[src/rtl/mc_alu_pkg.sv]
package mc_alu_pkg;
  typedef enum logic [3:0] {
    OP_ADD  = 4'd0, OP_SUB  = 4'd1, OP_SLT = 4'd2, OP_SLTU = 4'd3,
    OP_AND  = 4'd4, OP_OR   = 4'd5, OP_XOR = 4'd6,
    OP_SLL  = 4'd7, OP_SRL  = 4'd8, OP_SRA = 4'd9
  } alu_op_e;

  typedef enum logic [2:0] {
    CMP_EQ = 3'd0, CMP_NE = 3'd1, CMP_LT = 3'd2,
    CMP_GE = 3'd3, CMP_LTU = 3'd4, CMP_GEU = 3'd5
  } cmp_op_e;

  typedef enum logic [1:0] {
    SEL_B = 2'd0, SEL_K4 = 2'd1, SEL_K2 = 2'd2, SEL_K1 = 2'd3
  } rhs_sel_e;

  typedef enum logic [1:0] {SH_LEFT, SH_RLOG, SH_RARI} sh_kind_e;

  typedef enum logic [1:0] {ST_IDLE, ST_RUN, ST_DONE} alu_state_e;

  function automatic logic is_shift(input logic [3:0] code);
    return (code == OP_SLL) || (code == OP_SRL) || (code == OP_SRA);
  endfunction
endpackage

[src/rtl/mc_alu_rhs_mux.sv]
module mc_alu_rhs_mux
  import mc_alu_pkg::*;
#(
  parameter int W = 32
) (
  input  logic [1:0]   sel,
  input  logic [W-1:0] b_in,
  output logic [W-1:0] rhs
);
  always_comb begin
    case (rhs_sel_e'(sel))
      SEL_B:   rhs = b_in;
      SEL_K4:  rhs = W'(4);
      SEL_K2:  rhs = W'(2);
      default: rhs = W'(1);
    endcase
  end
endmodule

[src/rtl/mc_alu_calc.sv]
module mc_alu_calc
  import mc_alu_pkg::*;
#(
  parameter int W = 32
) (
  input  logic [W-1:0] a,
  input  logic [W-1:0] rhs,
  input  logic [3:0]   op,
  input  logic [2:0]   cmp,
  output logic [W-1:0] value,
  output logic         cmp_true
);
  logic lt_s, lt_u, eq;

  assign lt_s = $signed(a) < $signed(rhs);
  assign lt_u = a < rhs;
  assign eq   = (a == rhs);

  always_comb begin
    case (op)
      OP_ADD:  value = a + rhs;
      OP_SUB:  value = a - rhs;
      OP_SLT:  value = {{(W-1){1'b0}}, lt_s};
      OP_SLTU: value = {{(W-1){1'b0}}, lt_u};
      OP_AND:  value = a & rhs;
      OP_OR:   value = a | rhs;
      OP_XOR:  value = a ^ rhs;
      default: value = '0;
    endcase
  end

  always_comb begin
    case (cmp)
      CMP_EQ:  cmp_true = eq;
      CMP_NE:  cmp_true = !eq;
      CMP_LT:  cmp_true = lt_s;
      CMP_GE:  cmp_true = !lt_s;
      CMP_LTU: cmp_true = lt_u;
      CMP_GEU: cmp_true = !lt_u;
      default: cmp_true = 1'b0;
    endcase
  end
endmodule

[src/rtl/mc_alu_shift.sv]
module mc_alu_shift
  import mc_alu_pkg::*;
#(
  parameter int W  = 32,
  parameter int AW = $clog2(W)
) (
  input  logic          clk,
  input  logic          rst_n,
  input  logic          load,
  input  logic          clear,
  input  logic [1:0]    kind_in,
  input  logic [W-1:0]  operand,
  input  logic [AW-1:0] amount,
  output logic [W-1:0]  value,
  output logic          last
);
  logic [W-1:0]  acc;
  logic [AW-1:0] cnt;
  sh_kind_e      kind;

  always_ff @(posedge clk) begin
    if (!rst_n) begin
      acc  <= '0;
      cnt  <= '0;
      kind <= SH_LEFT;
    end else if (load) begin
      acc  <= operand;
      cnt  <= amount;
      kind <= sh_kind_e'(kind_in);
    end else if (clear) begin
      cnt <= '0;
    end else if (cnt != '0) begin
      cnt <= cnt - 1'b1;
      case (kind)
        SH_LEFT: acc <= {acc[W-2:0], 1'b0};
        SH_RLOG: acc <= {1'b0, acc[W-1:1]};
        default: acc <= {acc[W-1], acc[W-1:1]};
      endcase
    end
  end

  assign value = acc;
  assign last  = (cnt == AW'(1));
endmodule

[src/rtl/mc_alu.sv]
module mc_alu
  import mc_alu_pkg::*;
#(
  parameter int W = 32
) (
  input  logic         clk,
  input  logic         rst_n,
  input  logic         en,
  input  logic [3:0]   op,
  input  logic [2:0]   cmp_op,
  input  logic [1:0]   rhs_sel,
  input  logic [W-1:0] opnd_a,
  input  logic [W-1:0] opnd_b,
  output logic [W-1:0] result,
  output logic         cmp_true,
  output logic         valid
);
  localparam int AW = $clog2(W);

  logic [W-1:0]  rhs, calc_val, sh_val;
  logic          calc_cmp, sh_last, shift_op, start;
  logic [AW-1:0] amt;
  logic [1:0]    kind;
  alu_state_e    st;
  logic [W-1:0]  res_q;
  logic          cmp_q, shift_q;

  mc_alu_rhs_mux #(.W(W)) u_rhs (
    .sel(rhs_sel), .b_in(opnd_b), .rhs(rhs)
  );

  mc_alu_calc #(.W(W)) u_calc (
    .a(opnd_a), .rhs(rhs), .op(op), .cmp(cmp_op),
    .value(calc_val), .cmp_true(calc_cmp)
  );

  assign amt      = rhs[AW-1:0];
  assign shift_op = is_shift(op);
  assign start    = (st == ST_IDLE) && en;

  always_comb begin
    case (op)
      OP_SLL:  kind = SH_LEFT;
      OP_SRL:  kind = SH_RLOG;
      default: kind = SH_RARI;
    endcase
  end

  mc_alu_shift #(.W(W), .AW(AW)) u_shift (
    .clk(clk), .rst_n(rst_n),
    .load(start && shift_op),
    .clear((st == ST_RUN) && !en),
    .kind_in(kind), .operand(opnd_a), .amount(amt),
    .value(sh_val), .last(sh_last)
  );

  always_ff @(posedge clk) begin
    if (!rst_n) begin
      st      <= ST_IDLE;
      res_q   <= '0;
      cmp_q   <= 1'b0;
      shift_q <= 1'b0;
    end else begin
      case (st)
        ST_IDLE: if (en) begin
          res_q   <= calc_val;
          cmp_q   <= calc_cmp;
          shift_q <= shift_op;
          st      <= (shift_op && amt != '0) ? ST_RUN : ST_DONE;
        end
        ST_RUN: begin
          if (!en)          st <= ST_IDLE;
          else if (sh_last) st <= ST_DONE;
        end
        default: if (!en) st <= ST_IDLE;
      endcase
    end
  end

  assign valid    = (st == ST_DONE);
  assign result   = shift_q ? sh_val : res_q;
  assign cmp_true = cmp_q;
endmodule

[config.mk]
export PLATFORM = sky130hd
export DESIGN_NAME = mc_alu
export DESIGN_NICKNAME = d
export VERILOG_FILES = /design/src/rtl/mc_alu_pkg.sv /design/src/rtl/mc_alu_rhs_mux.sv /design/src/rtl/mc_alu_calc.sv /design/src/rtl/mc_alu_shift.sv /design/src/rtl/mc_alu.sv
export SDC_FILE = /design/constraint.sdc
export NUM_CORES = 1
export LEC_CHECK = 0
export BUFFER_PORTS_ARGS = -buffer_cell sky130_fd_sc_hd__buf_4
export CAP_MARGIN = 10
export CORE_ASPECT_RATIO = 1.2
export CORE_UTILIZATION = 34
export DETAILED_ROUTE_END_ITERATION = 10
export PLACE_DENSITY_LB_ADDON = 0.1
export SYNTH_ARGS = -nofsm -noshare
export SYNTH_HDL_FRONTEND = slang
export SYNTH_HIERARCHICAL = 1
export SYNTH_SLANG_ARGS = --single-unit
[constraint.sdc]
create_clock -name clk -period 4.9 [get_ports clk]
set_input_delay 0.735 -clock clk [delete_from_list [all_inputs] [get_ports clk]]
set_output_delay 0.735 -clock clk [all_outputs]
set_load 0.005 [all_outputs]
==> impl_metrics.toml <==
[outcome]
status = "finished, final reports clean"

[setup_path]
critical_path_required_ns = 5.14
setup.worst_path.start_class = "input port"
largest_fanout_of_any_net_on_the_critical_path = 4
timing.critical_path.to_type = "flop"
setup.worst_path.class = "input port to flop"
worstPathArrival_ns = 4.62

[synth]
synthesis.area_um2 = 9740
synth-main-ff-cell = "dfxtp_1"
post_syn_instances = 1338
synth_cell_types = 88
postSynth.asyncResetShare_pct = 0
post-synth-top-count-cell = "nand2_1"
synthTopCellsByArea = "dfxtp_1 (15%), ha_1 (13%), mux2_2 (7.2%)"
synth_top_cells_by_count = "nand2_1 (184), ha_1 (102), inv_1 (99), nor2_1 (83), nand3_1 (76)"
post-synth-top-area-cell = "dfxtp_1"
yosysTopAreaCellShare_pct = 15.4
synth_seq_area_share_pct = 15.4
synthesis.yosys.warnings = 6
avgSynthCellArea_um2 = 7.28
synth_nets = 1518
synth_edf_count = 0
ys_ff_latch = 75

[final_layout]
final_cell_count_no_fill = 1805
proportion_of_layout_cells_with_a_drive_suffix_above_1_pct = 19.8
num-nets-final = 1601
antenna_cells = 0
count_of_fill_cells_added_during_filler_insertion = 3022
multi_input_area_um2 = 7490
sequential_cell_area_um2 = 1500
areaGrowthSynthToFinish_pct = 16.7

[clocking]
ctsLongestPathBuffers = 2
cts_made_buffers = 9
cts_sinks = 75
post-cts-setup-buffers = 0
clock_insertion_delay_worst_skew_ns = 0.36
h-tree-depth = 3
post_cts_hold_buffer_count = 0
cts_tree = "done"
cts.reportedPaths.clkPinSlew_ns = 0.06
ctsRootBufferMaster = "clkbuf_16"
post_cts_resized = 0

[drt]
remaining_drc_errors = 0
drt_wl_cell_um = 20.0
detail_route.wirelength_um = 36100
ant_nets = 0
drt-vias-per-instance = 5.74
detail_route.iter0.violations = 660
vias = 10360
drtPass1Iterations = 6

[floorplan]
initial_core_util_pct = 34.8
design.die.area_um2 = 29300
placeableCoreArea_um2 = 28000
die_y_um = 187
fp.dieW_um = 156
std_cell_rows = 67
io-pin-count = 110

[timing]
finalCritPeriodShare_pct = 89.4
hold_viol_final = 0
skew_ns = 0.00830
final.setup.tns_ns = 0
maxSlewViolCount = 0
period_minus_ws_final_ns = 4.38
layout_setup_ws_ns = 0.519
clock.fmax_mhz = 228
timing.max_slew.rel_slack_pct = 25.4
finish_stage_setup_viols = 0
grt_setup_unrepaired = "no"
hold-worst-slack_ns = 0.464
worst_slew_pin_slew_ns = 1.11

[placement]
post_detailed_placement_half_perimeter_wirelength_um = 27500
placement.setup.worst_slack_ns = 0.201
placed_cells = 1789
gp_congestion = 0.908
placement.io_buffers = 109

[grt]
first_pass_grt_wire_length_um = 56600
antenna_found_initial = 0
first_global_vias = 10053
grt_max_degree = 69
grt_usage_pct = 24.8
global_route.overflow_total = 0

[worst_hold_path]
hold_path.class = "flop to flop"

[pwr]
overall_power_w = 0.00262
p_per_area_nw_per_um2 = 231
power.ir.vdd_worst_mv = 0.193
static-leakage-power_nw = 4.69

[run]
drv.max_cap_violation_count = 0
==> routing by layer <==
metal	wire [um]	track usage, %
met1	16700	33.6
met2	16700	40.0
met3	1600	2.09
met4	1130	10.3
met5	0	0
==> cells in the final DEF (no fill, tap or decap), types with 10 or more instances in the layout <==
cell type	synthesis	final
ha_1	102	102
buf_4	2	159
o221ai_1	33	33
o31ai_1	13	13
a21o_1	11	11
nand2b_1	12	12
a211oi_1	11	11
o21bai_1	11	11
o21ai_0	63	63
nand3_1	76	76
nor3_1	21	21
a221o_1	10	10
inv_1	99	99
nor2_1	83	83
mux2_2	62	62
o211ai_1	24	24
nor2b_1	22	22
nand2_1	184	184
dfxtp_1	75	75
o221ai_2	10	10
and3_1	11	11
a21boi_0	39	39
a31oi_1	10	10
and2_1	39	39
a21oi_1	69	69
nor4_1	12	11
==> worst paths after layout <==
check | to | startpoint | cells past startpoint | slack (ns)
hold reg to reg | res_q[7]$_SDFFE_PN0P_ | res_q[7]$_SDFFE_PN0P_ | 2 | 0.46
setup / recovery | res_q[24]$_SDFFE_PN0P_ | rhs_sel[0] | 17 | 0.52
setup reg to reg | u_shift/value[30]$_SDFFE_PN0P_ | st[1]$_SDFFE_PN0P_ | 9 | 2.29
hold / removal | res_q[7]$_SDFFE_PN0P_ | res_q[7]$_SDFFE_PN0P_ | 2 | 0.46
==> where the power goes <==
part / switching (W) / internal [W]
sequential: 0.0000529 / 0.000663
combinational: 0.000707 / 0.000435
clock: 0.000288 / 0.000474
==> flip-flops by register name (all words and copies together) (netlist names) <==
signal         cells
cmp_true           1
res_q             32
shift_q            1
st                 2
u_shift/cnt        5
u_shift/kind       2
u_shift/value     32
==> kinds of logic (layout without fill, tap and decap cells) <==
family	Yosys count	in the layout	synth area share, %
AND/OR/NAND/NOR	501	501	24.9
adder cells (fa/ha/maj)	104	104	13.5
flip-flops	75	75	15.4
AO/OA/AOI/OAI	395	395	29.8
buffers and inverters	188	276	7.87
multiplexers	69	69	7.97
XOR/XNOR	6	6	0.540
==> cell type report <==
cell class / count / share of cell area (%)
Clock buffer: 12 / 2.26
Clock inverter: 4 / 0.639
Inverter: 101 / 3.34
Multi-Input combinational cell: 1075 / 65.9
Sequential cell: 75 / 13.2
Tap cell: 379 / 4.17
Timing Repair Buffer: 159 / 10.5
==> critical path, stage by stage <==
cell and delay, ns:
buf_4 0.09, inv_1 0.05, ha_1 0.28, o21ai_0 0.42, ha_1 0.33, inv_1 0.08, fa_1 0.42, nor2b_1 0.18
o211ai_1 0.20, a2111oi_2 0.59, o21ai_1 0.22, and3_1 0.22, o311a_1 0.37, a21oi_1 0.16, o221ai_1 0.13, nand2_1 0.07
a21boi_0 0.07
==> through the flow <==
stage | instance area (um^2) | utilization, %
final | 11400 | 40.6
after global routing | 11400 | 40.6
after CTS | 11400 | 40.6
after detailed placement | 11000 | 39.4
after global placement | 11000 | 39.4
after floorplan | 9740 | -
(Power assumes the default switching activity.)
